===== src/rtl/bus_xcvr_pkg.sv =====
package bus_xcvr_pkg;
  localparam int unsigned DEF_WIDTH  = 8;
  localparam int unsigned DEF_STAGES = 2;

  // index of each transfer direction inside the generated slices
  localparam int unsigned PATH_AB = 0;
  localparam int unsigned PATH_BA = 1;
  localparam int unsigned N_PATHS = 2;

  typedef enum logic [1:0] {
    DRV_NONE = 2'd0,
    DRV_A    = 2'd1,
    DRV_B    = 2'd2
  } drive_e;

  function automatic drive_e drive_decode(input logic oe_n, input logic dir);
    if (oe_n)     return DRV_NONE;
    else if (dir) return DRV_B;
    else          return DRV_A;
  endfunction
endpackage


===== src/rtl/strobe_sync.sv =====
module strobe_sync #(
  parameter int unsigned STAGES = 2
) (
  input  logic clk,
  input  logic rst,
  input  logic strobe,
  output logic rise
);
  localparam int unsigned LAST = STAGES - 1;

  logic [STAGES-1:0] sync_q;
  logic              prev_q;

  always_ff @(posedge clk) begin
    if (rst) begin
      sync_q <= '0;
      prev_q <= 1'b0;
    end else begin
      sync_q <= {sync_q[STAGES-2:0], strobe};
      prev_q <= sync_q[LAST];
    end
  end

  assign rise = sync_q[LAST] & ~prev_q;

  // a detected edge lasts one cycle only
  assert_single_pulse_R4: assert property (@(posedge clk) disable iff (rst)
    rise |=> !rise);
endmodule


===== src/rtl/capture_reg.sv =====
module capture_reg #(
  parameter int unsigned WIDTH = 8
) (
  input  logic             clk,
  input  logic             rst,
  input  logic             load,
  input  logic [WIDTH-1:0] d,
  output logic [WIDTH-1:0] q
);
  always_ff @(posedge clk) begin
    if (rst)       q <= '0;
    else if (load) q <= d;
  end

  // a load takes the value present at that edge
  assert_load_R2: assert property (@(posedge clk) disable iff (rst)
    load |=> (q == $past(d)));
  // without a load the register holds
  assert_hold_R4: assert property (@(posedge clk) disable iff (rst)
    !load |=> $stable(q));
  // reset clears
  assert_reset_R1: assert property (@(posedge clk)
    rst |=> (q == '0));
endmodule


===== src/rtl/path_mux.sv =====
module path_mux #(
  parameter int unsigned WIDTH = 8
) (
  input  logic             use_stored,
  input  logic [WIDTH-1:0] live,
  input  logic [WIDTH-1:0] stored,
  output logic [WIDTH-1:0] y
);
  always_comb begin
    if (use_stored) y = stored;
    else            y = live;
  end
endmodule


===== src/rtl/bus_xcvr_reg.sv =====
module bus_xcvr_reg
  import bus_xcvr_pkg::*;
#(
  parameter int unsigned WIDTH  = DEF_WIDTH,
  parameter int unsigned STAGES = DEF_STAGES
) (
  input  logic             clk,
  input  logic             rst,
  input  logic             ab_strobe,
  input  logic             ba_strobe,
  input  logic             oe_n,
  input  logic             dir,
  input  logic             sel_ab,
  input  logic             sel_ba,
  input  logic [WIDTH-1:0] a_in,
  output logic [WIDTH-1:0] a_out,
  output logic [WIDTH-1:0] a_oe,
  input  logic [WIDTH-1:0] b_in,
  output logic [WIDTH-1:0] b_out,
  output logic [WIDTH-1:0] b_oe
);
  logic [N_PATHS-1:0] strb;
  logic [N_PATHS-1:0] sel;
  logic [N_PATHS-1:0] rise;
  logic [WIDTH-1:0]   src   [N_PATHS];
  logic [WIDTH-1:0]   held  [N_PATHS];
  logic [WIDTH-1:0]   dest  [N_PATHS];
  drive_e             drv;

  assign strb[PATH_AB] = ab_strobe;
  assign strb[PATH_BA] = ba_strobe;
  assign sel[PATH_AB]  = sel_ab;
  assign sel[PATH_BA]  = sel_ba;
  assign src[PATH_AB]  = a_in;
  assign src[PATH_BA]  = b_in;

  for (genvar p = 0; p < N_PATHS; p++) begin : g_path
    strobe_sync #(.STAGES(STAGES)) u_sync (
      .clk    (clk),
      .rst    (rst),
      .strobe (strb[p]),
      .rise   (rise[p])
    );
    capture_reg #(.WIDTH(WIDTH)) u_reg (
      .clk  (clk),
      .rst  (rst),
      .load (rise[p]),
      .d    (src[p]),
      .q    (held[p])
    );
    path_mux #(.WIDTH(WIDTH)) u_mux (
      .use_stored (sel[p]),
      .live       (src[p]),
      .stored     (held[p]),
      .y          (dest[p])
    );
  end

  assign drv   = drive_decode(oe_n, dir);
  assign b_out = dest[PATH_AB];
  assign a_out = dest[PATH_BA];
  assign a_oe  = {WIDTH{drv == DRV_A}};
  assign b_oe  = {WIDTH{drv == DRV_B}};

  // never both buses driven
  assert_exclusive_R9: assert property (@(posedge clk) disable iff (rst)
    !((|a_oe) && (|b_oe)));
  // isolation releases both buses
  assert_isolate_R5: assert property (@(posedge clk) disable iff (rst)
    oe_n |-> ((a_oe == '0) && (b_oe == '0)));
  // live path is non-inverting, both directions
  assert_live_ab_R7: assert property (@(posedge clk) disable iff (rst)
    !sel_ab |-> (b_out == a_in));
  assert_live_ba_R7: assert property (@(posedge clk) disable iff (rst)
    !sel_ba |-> (a_out == b_in));
endmodule


===== config.mk =====
export PLATFORM = sky130hd
export DESIGN_NAME = bus_xcvr_reg
export DESIGN_NICKNAME = d
export VERILOG_FILES = /design/src/rtl/bus_xcvr_pkg.sv /design/src/rtl/strobe_sync.sv /design/src/rtl/capture_reg.sv /design/src/rtl/path_mux.sv /design/src/rtl/bus_xcvr_reg.sv
export SDC_FILE = /design/constraint.sdc
export NUM_CORES = 1
export LEC_CHECK = 0
export ABC_AREA = 1
export ABC_CLOCK_PERIOD_IN_PS = 1800
export BUFFER_PORTS_ARGS = -buffer_cell sky130_fd_sc_hd__buf_2
export CAP_MARGIN = 30
export CORE_MARGIN = 5
export CORE_UTILIZATION = 48
export CTS_BUF_LIST = sky130_fd_sc_hd__clkbuf_16
export DETAILED_ROUTE_END_ITERATION = 6
export GPL_TIMING_DRIVEN = 0
export PLACE_DENSITY_LB_ADDON = 0.05
export SLEW_MARGIN = 20
export SYNTH_ARGS = -nofsm -noshare
export SYNTH_HDL_FRONTEND = slang
export SYNTH_SLANG_ARGS = --single-unit

===== constraint.sdc =====
create_clock -name clk -period 1.8 [get_ports clk]
set_input_delay 0.18 -clock clk [delete_from_list [all_inputs] [get_ports clk]]
set_output_delay 0.18 -clock clk [all_outputs]
set_load 0.005 [all_outputs]

# [After elaboration in Yosys (flattened, before gate mapping)]
# Cells that the tools add are included.
[totals] in_bits=24 reg_bits=22 out_inout_bits=32
[op_classes] bitwise=4 n_mux=4 eq_ne=2
[op_table] op="two-way mux 8 bit" n=2
[op_table] op="two-way mux 2 bit" n=2
[op_table] op="AND 1 bit" n=2
[op_table] op="equality test 2 x 1 -> 1 bit (second input constant)" n=1
[op_table] op="equality test 2 bit (second input constant)" n=1
[op_table] op="inverter 1 bit" n=2

# [Longest topological paths before layout]
# Gate-level depths: netlist of the first run.
[depth] depth_word=3 ltp_mapped=5 depth_no_buf=4

# [By module]
# Synthesis of the first run repeated with hierarchy kept, for this count alone.
[unflattened] hier_cells=191 hier_area_um2=1184.9
[by_module_without_submodules] module="capture_reg" area_per_inst_um2=341.6 n_inst=2 cells_per_inst=51 seq_area_each_um2=160.2
[by_module_without_submodules] module="path_mux" area_per_inst_um2=105.1 n_inst=2 cells_per_inst=26 seq_area_each_um2=0.0
[by_module_without_submodules] module="strobe_sync" area_per_inst_um2=86.3 n_inst=2 cells_per_inst=10 seq_area_each_um2=60.1
[by_module_without_submodules] module="bus_xcvr_reg" area_per_inst_um2=118.9 n_inst=1 cells_per_inst=17 seq_area_each_um2=0.0

# [Worst setup path before layout of the first run]
# No wires, ideal clock.
[synth_path] kind="in2out" start="input port dir" end="output port b_oe[1]" stages=3 n_path_buf=1 path_slack_ps=921 arrival_time_ps=699 required_ps=1620 path_cell_list="inv_1 > nor2_1 > buf_4"
[synth_between] elab_chain_len=3
[synth_rtl] item="start, declared" line="bus_xcvr_reg.sv:12" source="input logic dir,"
[synth_rtl] item="two-way mux 2 bit" line="bus_xcvr_pkg.sv:18" source="else if (dir) return DRV_B;"
[synth_rtl] item="two-way mux 2 bit" line="bus_xcvr_pkg.sv:17" source="if (oe_n) return DRV_NONE;"
[synth_rtl] item="equality test 2 bit" line="bus_xcvr_reg.sv:63" source="assign b_oe = {WIDTH{drv == DRV_B}};"
[synth_rtl] item="end, declared" line="bus_xcvr_reg.sv:20" source="output logic [WIDTH-1:0] b_oe"
# Every way passes these cells.

# [Final worst setup path of the first run]
[layout_path] start="input port oe_n" end="output port a_oe[7]"
[layout_between] elab_chain_len=2
[layout_rtl] item="start, declared" line="bus_xcvr_reg.sv:11" source="input logic oe_n,"
[layout_rtl] item="two-way mux 2 bit" line="bus_xcvr_pkg.sv:17"
[layout_rtl] item="equality test 2 x 1 -> 1 bit" line="bus_xcvr_reg.sv:62" source="assign a_oe = {WIDTH{drv == DRV_A}};"
[layout_rtl] item="end, declared" line="bus_xcvr_reg.sv:17" source="output logic [WIDTH-1:0] a_oe,"
# Every way passes these cells.

==> impl_metrics.py, run 1 <==
metrics = {
    "pwr": {
        "p_sw_share_pct": 23.0,
        "p_int_mw": 0.908,
        "comb_power_share_pct": 17.4,
        "powerDensity_mw_per_mm2": 772,
        "pwr-share-clk_pct": 38.2,
        "p_sw_mw": 0.271,
        "power_frac_seq_pct": 44.4,
        "max-vdd-ir-drop_uv": 623,
        "p_leak_nw": 0.847,
    },
    "route": {
        "wirelength_um": 2560,
        "viasPerCell": 4.49,
        "drc": 0,
        "dr.pass1.iters": 4,
        "ant_nets": 0,
        "num_vias": 1163,
        "wire_per_inst_um": 9.88,
        "drt_iter0_drc": 30,
    },
    "finish": {
        "diodes": 0,
        "nFillCells": 204,
        "drive_gt1_share_pct": 35.9,
        "syn_to_final_growth_pct": 33.7,
        "fin_area_mm2": 0.00153,
        "fin_nets": 257,
    },
    "sta": {
        "period_minus_slack_ps": 1100,
        "hold_viol": 0,
        "fin_worst_skew_ps": 2.21,
        "slew-limit-headroom_pct": 70.5,
        "tightest_slew_ps": 440,
        "worst_slack_ps": 696,
        "rsz0062_at_grt": "false",
        "tns_ps": 0,
        "setup_violations": 0,
        "fin_crit_sh_pct": 61.3,
        "max_freq_ghz": 0.906,
        "slew_viol_final": 0,
        "hold_ws_ps": 130,
    },
    "clock_network": {
        "htreeDepth": 1,
        "worstSkewPairLatency_ps": 250,
        "clk_pin_slew_ps": 50,
        "cts_resized": 0,
        "clock_sinks": 22,
        "cts-root-buf": "clkbuf_16",
        "cts_buffers": 3,
        "cts_tree": "yes",
        "cts_setup_buffers": 0,
        "hold_buffers": 0,
        "ctsLongestPathBuffers": 2,
    },
    "logic_synthesis": {
        "ys_warn_count": 0,
        "synth_seq_cells": 22,
        "syn_area_mm2": 0.00114,
        "netlist_top_cells_area": "dfxtp_1 39%, nor2_1 13%, nand2_1 11%, buf_4 9.2%, inv_1 7.6%",
        "synth_cell_types": 12,
        "synth_top_area_share_pct": 38.6,
        "async_flop_share_pct": 0,
        "synth_seq_area_share_pct": 38.6,
        "synth_nets": 197,
        "yosysMostFrequentCell": "nor2_1",
        "synthFlopType": "dfxtp_1",
        "synthTopCellsByCount": "39 x nor2_1, 32 x nand2_1, 23 x inv_1, 22 x dfxtp_1",
        "synth_top_area_cell": "dfxtp_1",
        "synth_edf_count": 0,
        "avgSynthCellArea_um2": 6.60,
        "synthCells": 173,
    },
    "setup_path": {
        "r2r-end": "g_path[0].u_reg.q[6]",
        "critPathLaunch": "oe_n",
        "regToRegStartpoint": "g_path[0].u_sync.sync_q[1]",
        "ff2ff_path_depth": 5,
        "cp_data_required_time_ps": 1620,
        "cp-start-kind": "primary input",
        "regToRegSetupSlack_ps": 880,
        "cp-end-kind": "output port",
        "arrival_ps": 920,
        "crit_path_end": "a_oe[7]",
        "worstSetupPathType": "primary input to output port",
        "worstPathMaxFanout": 8,
    },
    "job": {
        "cap_violations": 0,
    },
    "grt": {
        "overflow": 0,
        "grt_pass1_vias": 1079,
        "grt_usage_pct": 16.1,
        "antenna_found_initial": 0,
        "grt_pass1_wl_um": 4380,
        "grt_max_degree": 12,
    },
    "die": {
        "core_mm2": 0.00223,
        "dieHeight_um": 58.8,
        "die-area_mm2": 0.00346,
        "start_util_pct": 51.1,
        "die_w_um": 58.8,
        "io_pins": 56,
        "num_rows": 17,
    },
    "placed_design": {
        "place_hpwl_um": 1980,
        "place_area_mm2": 0.00145,
        "dp_slack_ps": 683,
        "io_buffers": 55,
        "gp_congestion": 0.784,
    },
    "min_path": {
        "hold_path_class": "primary input to flop",
        "min_from": "ab_strobe",
    },
    "run_status": {
        "status": "finished, final reports clean",
    },
}
-- sequential cells by signal, summed over array words and instances (netlist names) --
register and cells:
g_path.u_reg.q 16, g_path.u_sync.sync_q 4, g_path.u_sync.prev_q 2
-- worst min path at each step --
| stage | to | cells past startpoint |
|---|---|---|
| global placement | g_path[1].u_sync.sync_q[0] | 3 |
| CTS | g_path[0].u_sync.sync_q[0] | 3 |
| finish | g_path[0].u_sync.sync_q[0] | 3 |
| floorplan | g_path[0].u_sync.sync_q[0] | 1 |
| global route | g_path[0].u_sync.sync_q[0] | 3 |
| detailed placement | g_path[0].u_sync.sync_q[0] | 3 |
-- placed cells by master, fill, tap and decap left out, types with 3 or more instances in the layout --
cell type,count
buf_2,57
nor2_1,39
nand2_1,32
inv_1,23
dfxtp_1,22
o21ai_0,16
nand3_1,16
buf_4,14
buf_6,3
inv_2,3
clkbuf_16,3
-- power by group through the flow --
stage | Combinational (mW) | Clock, mW | Sequential (mW)
2_1_floorplan | 0.121 | 0 | 0.531
3_5_place_dp | 0.207 | 0 | 0.534
6_report | 0.205 | 0.451 | 0.523
3_3_place_gp | 0.202 | 0 | 0.532
4_1_cts | 0.208 | 0.462 | 0.523
5_1_grt | 0.234 | 0.497 | 0.526
-- layer usage --
metal / global-route usage [%] / up-vias / share of wire (%) / routed length, µm
li1: - / 627 / - / -
met1: 18.7 / 495 / 42 / 1060
met2: 28.7 / 39 / 48 / 1240
met3: 3.51 / 2 / 9.5 / 242
met4: 5.83 / 0 / 0.47 / 12
met5: 0 / - / 0 / 0
-- per-stage QoR --
stage / utilization [%] / power, mW / instances
2_1_floorplan: - / 0.652 / 173
3_3_place_gp: 65.0 / 0.734 / 256
3_5_place_dp: 65.0 / 0.741 / 256
4_1_cts: 68.4 / 1.19 / 259
5_1_grt: 68.4 / 1.26 / 259
6_report: 68.4 / 1.18 / 259
-- cell type report --
cell class                      count  area, µm²  area share (%)
Multi-Input combinational cell    106        455            29.8
Sequential cell                    22        440            28.8
Timing Repair Buffer               55        275            18.0
Buffer                             19        149            9.75
Inverter                           26       97.6            6.39
Clock buffer                        3       75.1            4.91
Tap cell                           28       35.0            2.29
-- cell families (layout without fill, tap and decap cells) --
| logic type | after synthesis | after routing | synth area share (%) |
|---|---|---|---|
| AOI/OAI and AO/OA | 16 | 16 | 7.01 |
| buffers and inverters | 45 | 103 | 21.6 |
| DFF | 22 | 22 | 38.6 |
| and+or+nand+nor | 90 | 90 | 32.9 |
-- critical path, stage by stage --
cell and delay [ps]:
buf_2 100, nor2_1 360, buf_4 180, buf_2 100
(Power assumes the default switching activity.)
==> inputs of run 2 (changes only) <==
--- a/config.mk
+++ b/config.mk
@@ -6,11 +6,12 @@
 export NUM_CORES = 1
 export LEC_CHECK = 0
 export ABC_AREA = 1
-export ABC_CLOCK_PERIOD_IN_PS = 1800
+export ABC_CLOCK_PERIOD_IN_PS = 900
 export BUFFER_PORTS_ARGS = -buffer_cell sky130_fd_sc_hd__buf_2
 export CAP_MARGIN = 30
+export CORE_ASPECT_RATIO = 0.5
 export CORE_MARGIN = 5
-export CORE_UTILIZATION = 48
+export CORE_UTILIZATION = 40
 export CTS_BUF_LIST = sky130_fd_sc_hd__clkbuf_16
 export DETAILED_ROUTE_END_ITERATION = 6
 export GPL_TIMING_DRIVEN = 0
==> constraint.sdc (replaced) <==
create_clock -name clk -period 0.9 [get_ports clk]
set_input_delay 0.09 -clock clk [delete_from_list [all_inputs] [get_ports clk]]
set_output_delay 0.09 -clock clk [all_outputs]
set_load 0.005 [all_outputs]
==> run 2 against run 1 <==
Compared with the run above:
- the flow now finishes with violations (setup timing)
- combinational power up 110%
- non-clock buffer count unchanged
- die area up 18%
- via count up 0.86%
- register-to-register slack worse by 800 ps
- flip-flop and latch count unchanged
- critical path depth up 1
- critical path type unchanged
- highest routed layer is now met3
==> impl_metrics.py, run 2 (synthesis gave the netlist of run 1 again) <==
metrics = {
    "placed_design": {
        "dp.cells": 265,
        "place_hpwl_um": 2020,
        "dp_slack_ps": -33.0,
        "io_buffers": 55,
        "gp_congestion": 0.776,
    },
    "finish": {
        "reg.largest.list": "g_path.u_reg.q x16, g_path.u_sync.sync_q x4, g_path.u_sync.prev_q x2",
        "largest_register_ffs": 16,
        "final_cell_mix": "57 x buf_2, 37 x nor2_1, 32 x nand2_1",
        "syn_to_final_growth_pct": 37.1,
        "nFillCells": 264,
        "drive_gt1_share_pct": 45.5,
        "stdcell_count": 268,
        "fin_nets": 257,
        "diodes": 0,
        "layout_commonest_cell": "buf_2",
        "top_register": "g_path.u_reg.q",
    },
    "pwr": {
        "powerDensity_mw_per_mm2": 1520,
        "p_sw_mw": 0.549,
        "max-vdd-ir-drop_uv": 770,
        "p_int_mw": 1.83,
        "p_leak_nw": 0.858,
        "pwr-share-clk_pct": 37.9,
        "comb_power_share_pct": 17.7,
        "total_power_mw": 2.38,
        "p_sw_share_pct": 23.1,
        "power_frac_seq_pct": 44.4,
    },
    "setup_path": {
        "cp_data_required_time_ps": 810,
        "cpMaxStageDelayCell": "nor2_1",
        "cp-end-kind": "output port",
        "r2r-end": "g_path[1].u_reg.q[0]",
        "regToRegSetupSlack_ps": 80,
        "regToRegStartpoint": "g_path[1].u_sync.sync_q[1]",
        "cp_cell_sequence": "buf_2 -> inv_1 -> nor2_1 -> buf_4 -> buf_2",
        "ff2ff_path_depth": 4,
        "cp_common_cell": "buf_2",
        "arrival_ps": 830,
        "cpPeakStageDelay_ps": 340,
        "cp-start-kind": "primary input",
        "worstSetupPathType": "primary input to output port",
        "worstPathMaxFanout": 8,
    },
    "sta": {
        "rsz0062_at_grt": "true",
        "max_freq_ghz": 1.08,
        "setup_violations": 17,
        "tightest_slew_ps": 434,
        "slew_viol_final": 0,
        "period_minus_slack_ps": 924,
        "hold_viol": 0,
        "fin_crit_sh_pct": 103,
        "fin_worst_skew_ps": 1.03,
        "worst_slack_ps": -23.6,
        "slew-limit-headroom_pct": 71.0,
    },
    "clock_network": {
        "hold_buffers": 0,
        "cts-root-buf": "clkbuf_16",
        "clk_pin_slew_ps": 50,
        "clock_sinks": 22,
        "worstSkewPairLatency_ps": 250,
        "cts_buffers": 3,
        "htreeDepth": 1,
        "cts_tree": "yes",
        "ctsLongestPathBuffers": 2,
    },
    "min_path": {
        "min_path_cells": 3,
        "hold_path_class": "primary input to flop",
        "min_from": "ab_strobe",
        "holdPathEnd": "g_path[0].u_sync.sync_q[0]",
    },
    "grt": {
        "grt_max_degree": 12,
        "grt_pass1_wl_um": 4400,
        "antenna_found_initial": 0,
        "grt_pass1_vias": 1031,
        "overflow": 0,
        "grt_usage_pct": 13.7,
    },
    "die": {
        "core_mm2": 0.00267,
        "io_pins": 56,
        "start_util_pct": 42.8,
        "dieHeight_um": 47.8,
        "num_rows": 13,
        "die-area_mm2": 0.00409,
        "die_w_um": 85.6,
    },
    "run_status": {
        "failed_checks": "setup timing",
        "status": "complete, but fails checks",
    },
    "route": {
        "drt_iter0_drc": 36,
        "viasPerCell": 4.38,
        "drc": 0,
        "ant_nets": 0,
        "dr.pass1.iters": 4,
        "wirelength_um": 2640,
        "wire_per_inst_um": 9.84,
        "num_vias": 1173,
    },
    "job": {
        "cap_violations": 0,
    },
}
## run 2: cell counts in the layout (fill, tap and decap cells not counted)
No cell type changed its count.
## run 2: layout make-up
cell class | instances | area (µm²) | share of cell area (%)
repair buffers | 57 | 298 | 19.0
flip-flops and latches | 22 | 463 | 29.6
multi-input cells | 106 | 460 | 29.4
clock buffers | 3 | 75.1 | 4.79
inverters | 26 | 97.6 | 6.23
plain buffers | 17 | 126 | 8.07
well taps | 37 | 46.3 | 2.96
## run 2: timing repair
| item | CTS | global route |
|---|---|---|
| setup buffers | 2 | 0 |
| endpoints found under the setup margin | 46 | 48 |
| gates resized for setup | 29 | 11 |
| hold endpoints to repair | 0 | 0 |
| pin swaps | 2 | 8 |
## run 2: layer usage
metal	part of all wire [%]	global-route usage [%]	vias to the layer above
li1	-	-	629
met1	44	16.0	491
met2	44	25.5	53
met3	12	5.50	0
met4	0	0.946	0
met5	0	0	-
## run 2: worst max path at each step
stage / startpoint / to / slack, ps / depth (start not counted)
final: dir / b_oe[3] / -20 / 5
after global routing: oe_n / a_oe[5] / -110 / 4
after CTS: dir / b_oe[3] / -40 / 5
after detailed placement: dir / b_oe[3] / -30 / 5
after global placement: g_path[1].u_sync.sync_q[1] / g_path[1].u_reg.q[5] / -6 / 5
after floorplan: g_path[1].u_sync.sync_q[1] / g_path[1].u_reg.q[5] / 90 / 5
## run 2: power by group through the flow
stage,logic [mW],registers (mW),clock network (mW)
finish,0.422,1.06,0.901
global route,0.480,1.06,0.970
CTS,0.433,1.05,0.937
detailed placement,0.418,1.07,0
global placement,0.412,1.06,0
floorplan,0.241,1.06,0
## run 2: stage by stage
stage / util [%] / area, µm² / setup TNS, ps / hold WS [ps]
after detailed placement: 54.9 / 1460 / -347 / 297
final: 58.7 / 1570 / -250 / 37.7
after global routing: 58.7 / 1570 / -2220 / 45.9
after global placement: 54.9 / 1460 / -6.33 / 289
after floorplan: - / 1140 / 0 / 161
after CTS: 59.0 / 1570 / -463 / 35.8
## run 2: worst max-delay path: cells and delay by family
kind | cells | cell delay [ps]
buf+inv | 4 | 400
simple gates | 1 | 340
==> inputs of run 3 (changes only) <==
--- a/config.mk
+++ b/config.mk
@@ -7,13 +7,12 @@
 export LEC_CHECK = 0
 export ABC_AREA = 1
 export ABC_CLOCK_PERIOD_IN_PS = 900
-export BUFFER_PORTS_ARGS = -buffer_cell sky130_fd_sc_hd__buf_2
 export CAP_MARGIN = 30
-export CORE_ASPECT_RATIO = 0.5
 export CORE_MARGIN = 5
-export CORE_UTILIZATION = 40
+export CORE_UTILIZATION = 55
 export CTS_BUF_LIST = sky130_fd_sc_hd__clkbuf_16
 export DETAILED_ROUTE_END_ITERATION = 6
+export DONT_BUFFER_PORTS = 1
 export GPL_TIMING_DRIVEN = 0
 export PLACE_DENSITY_LB_ADDON = 0.05
 export SLEW_MARGIN = 20
==> run 3 against run 2 <==
Compared with the run above:
- final area down 17%
- critical path type is now flop to output port
- via count is 9.8% lower
- the run now ends clean
- die area is 24% lower
- flip-flop and latch count did not move
- core utilization rose by 7.5 points
- highest routed layer is now met4
- final cell count decreased by 23%
==> impl_metrics.py, run 3 (synthesis gave the netlist of run 1 again) <==
metrics = {
    "run_status": {
        "status": "finished, final reports clean",
    },
    "route": {
        "drc": 0,
        "dr.pass1.iters": 4,
        "ant_nets": 0,
        "num_vias": 1058,
        "drt_iter0_drc": 22,
        "wire_per_inst_um": 12.3,
        "viasPerCell": 5.14,
        "wirelength_um": 2530,
    },
    "finish": {
        "final_cell_mix": "36 x nor2_1, 32 x nand2_1, 21 x inv_1",
        "diodes": 0,
        "syn_to_final_growth_pct": 13.7,
        "reg.largest.list": "g_path.u_reg.q x16, g_path.u_sync.sync_q x4, g_path.u_sync.prev_q x2",
        "drive_gt1_share_pct": 21.8,
        "multi_input_area_um2": 472,
        "fin_nets": 205,
        "ff_latch_area_um2": 445,
        "fin_util_pct": 66.2,
        "largest_register_ffs": 16,
        "top_register": "g_path.u_reg.q",
        "nFillCells": 180,
        "layout_commonest_cell": "nor2_1",
        "fin_area_mm2": 0.00130,
    },
    "clock_network": {
        "clk_pin_slew_ps": 50,
        "htreeDepth": 1,
        "clock_sinks": 22,
        "cts_buffers": 3,
        "cts_tree": "yes",
        "ctsLongestPathBuffers": 2,
        "cts-root-buf": "clkbuf_16",
        "worstSkewPairLatency_ps": 250,
    },
    "setup_path": {
        "cp_data_required_time_ps": 810,
        "cpMaxStageDelayCell": "dfxtp_1",
        "cp-end-kind": "output port",
        "worstSetupPathType": "flop to output port",
        "worstPathMaxFanout": 2,
        "cp_num_buf_inv": 0,
        "cp_cell_sequence": "nand2_1 -> o21ai_0",
        "crit_family": "flip-flops",
        "arrival_ps": 760,
        "cp-start-kind": "flop",
        "cpPeakStageDelay_ps": 340,
    },
    "grt": {
        "grt_max_degree": 12,
        "grt_pass1_vias": 944,
        "grt_usage_pct": 16.1,
        "grt_pass1_wl_um": 4050,
        "overflow": 0,
        "antenna_found_initial": 0,
    },
    "pwr": {
        "p_int_mw": 1.74,
        "powerDensity_mw_per_mm2": 1730,
        "power_frac_seq_pct": 46.6,
        "pwr-share-clk_pct": 39.8,
        "p_leak_nw": 0.626,
        "comb_power_share_pct": 13.5,
        "max-vdd-ir-drop_uv": 1300,
        "p_sw_share_pct": 22.8,
        "p_sw_mw": 0.513,
    },
    "placed_design": {
        "place_hpwl_um": 1820,
        "io_buffers": 0,
        "place_area_mm2": 0.00118,
        "gp_congestion": 0.716,
        "dp_slack_ps": -17.1,
    },
    "min_path": {
        "hold_path_class": "primary input to flop",
    },
    "die": {
        "num_rows": 16,
        "die-area_mm2": 0.00309,
        "start_util_pct": 58.2,
        "core_mm2": 0.00196,
        "die_w_um": 55.6,
        "io_pins": 56,
        "dieHeight_um": 55.6,
    },
    "sta": {
        "fin_crit_sh_pct": 94.0,
        "rsz0062_at_grt": "false",
        "hold_ws_ps": 28.1,
        "worst_slack_ps": 53.7,
        "slew-limit-headroom_pct": 68.1,
        "setup_violations": 0,
        "tightest_slew_ps": 477,
        "tns_ps": 0,
        "fin_worst_skew_ps": 0.745,
        "max_freq_ghz": 1.18,
        "slew_viol_final": 0,
        "period_minus_slack_ps": 846,
        "hold_viol": 0,
    },
    "job": {
        "cap_violations": 0,
    },
}
-- run 3: repair_timing --
action	4_1_cts	5_1_grt
pin swaps	2	10
gates resized for setup	0	14
hold buffers	3	0
setup buffers	2	0
hold endpoints to repair	6	0
endpoints found under the setup margin	16	17
-- run 3: cell type report --
class,instances,share of cell area [%]
inverters,26,7.51
clock buffers,3,5.78
flip-flops and latches,22,34.3
plain buffers,17,9.73
well taps,27,2.60
repair buffers,5,3.76
multi-input cells,106,36.3
-- run 3: final timing paths --
check / slack (ps) / cells after the start / endpoint / from
worst max-delay path: 50 / 2 / a_out[6] / g_path[1].u_reg.q[6]
worst min-delay path: 30 / 3 / g_path[0].u_reg.q[0] / rst
worst max register to register: 90 / 4 / g_path[1].u_reg.q[0] / g_path[1].u_sync.sync_q[1]
worst min register to register: 400 / 2 / g_path[1].u_sync.sync_q[1] / g_path[1].u_sync.sync_q[0]
-- run 3: power by group through the flow --
stage	Sequential [mW]	Combinational [mW]	Clock (mW)
global placement	1.06	0.277	0
global route	1.06	0.347	0.976
finish	1.05	0.305	0.897
detailed placement	1.07	0.286	0
floorplan	1.06	0.241	0
CTS	1.05	0.309	0.917
-- run 3: worst min-delay path, delay by kind of cell --
kind          cells  cell delay, ps
buf+inv           1              50
simple gates      2             100
-- run 3: per-stage QoR --
step	instances	total power, mW
floorplan	173	1.30
global placement	200	1.34
detailed placement	200	1.35
CTS	208	2.27
global route	206	2.38
finish	206	2.25
-- run 3: metal layers --
metal  routed length (µm)  global-route usage (%)  share of wire, %
met3                  275                    6.73                11
met2                 1280                    27.9                50
met5                    0                       0                 0
met4                   22                    6.25              0.87
met1                  957                    17.2                38
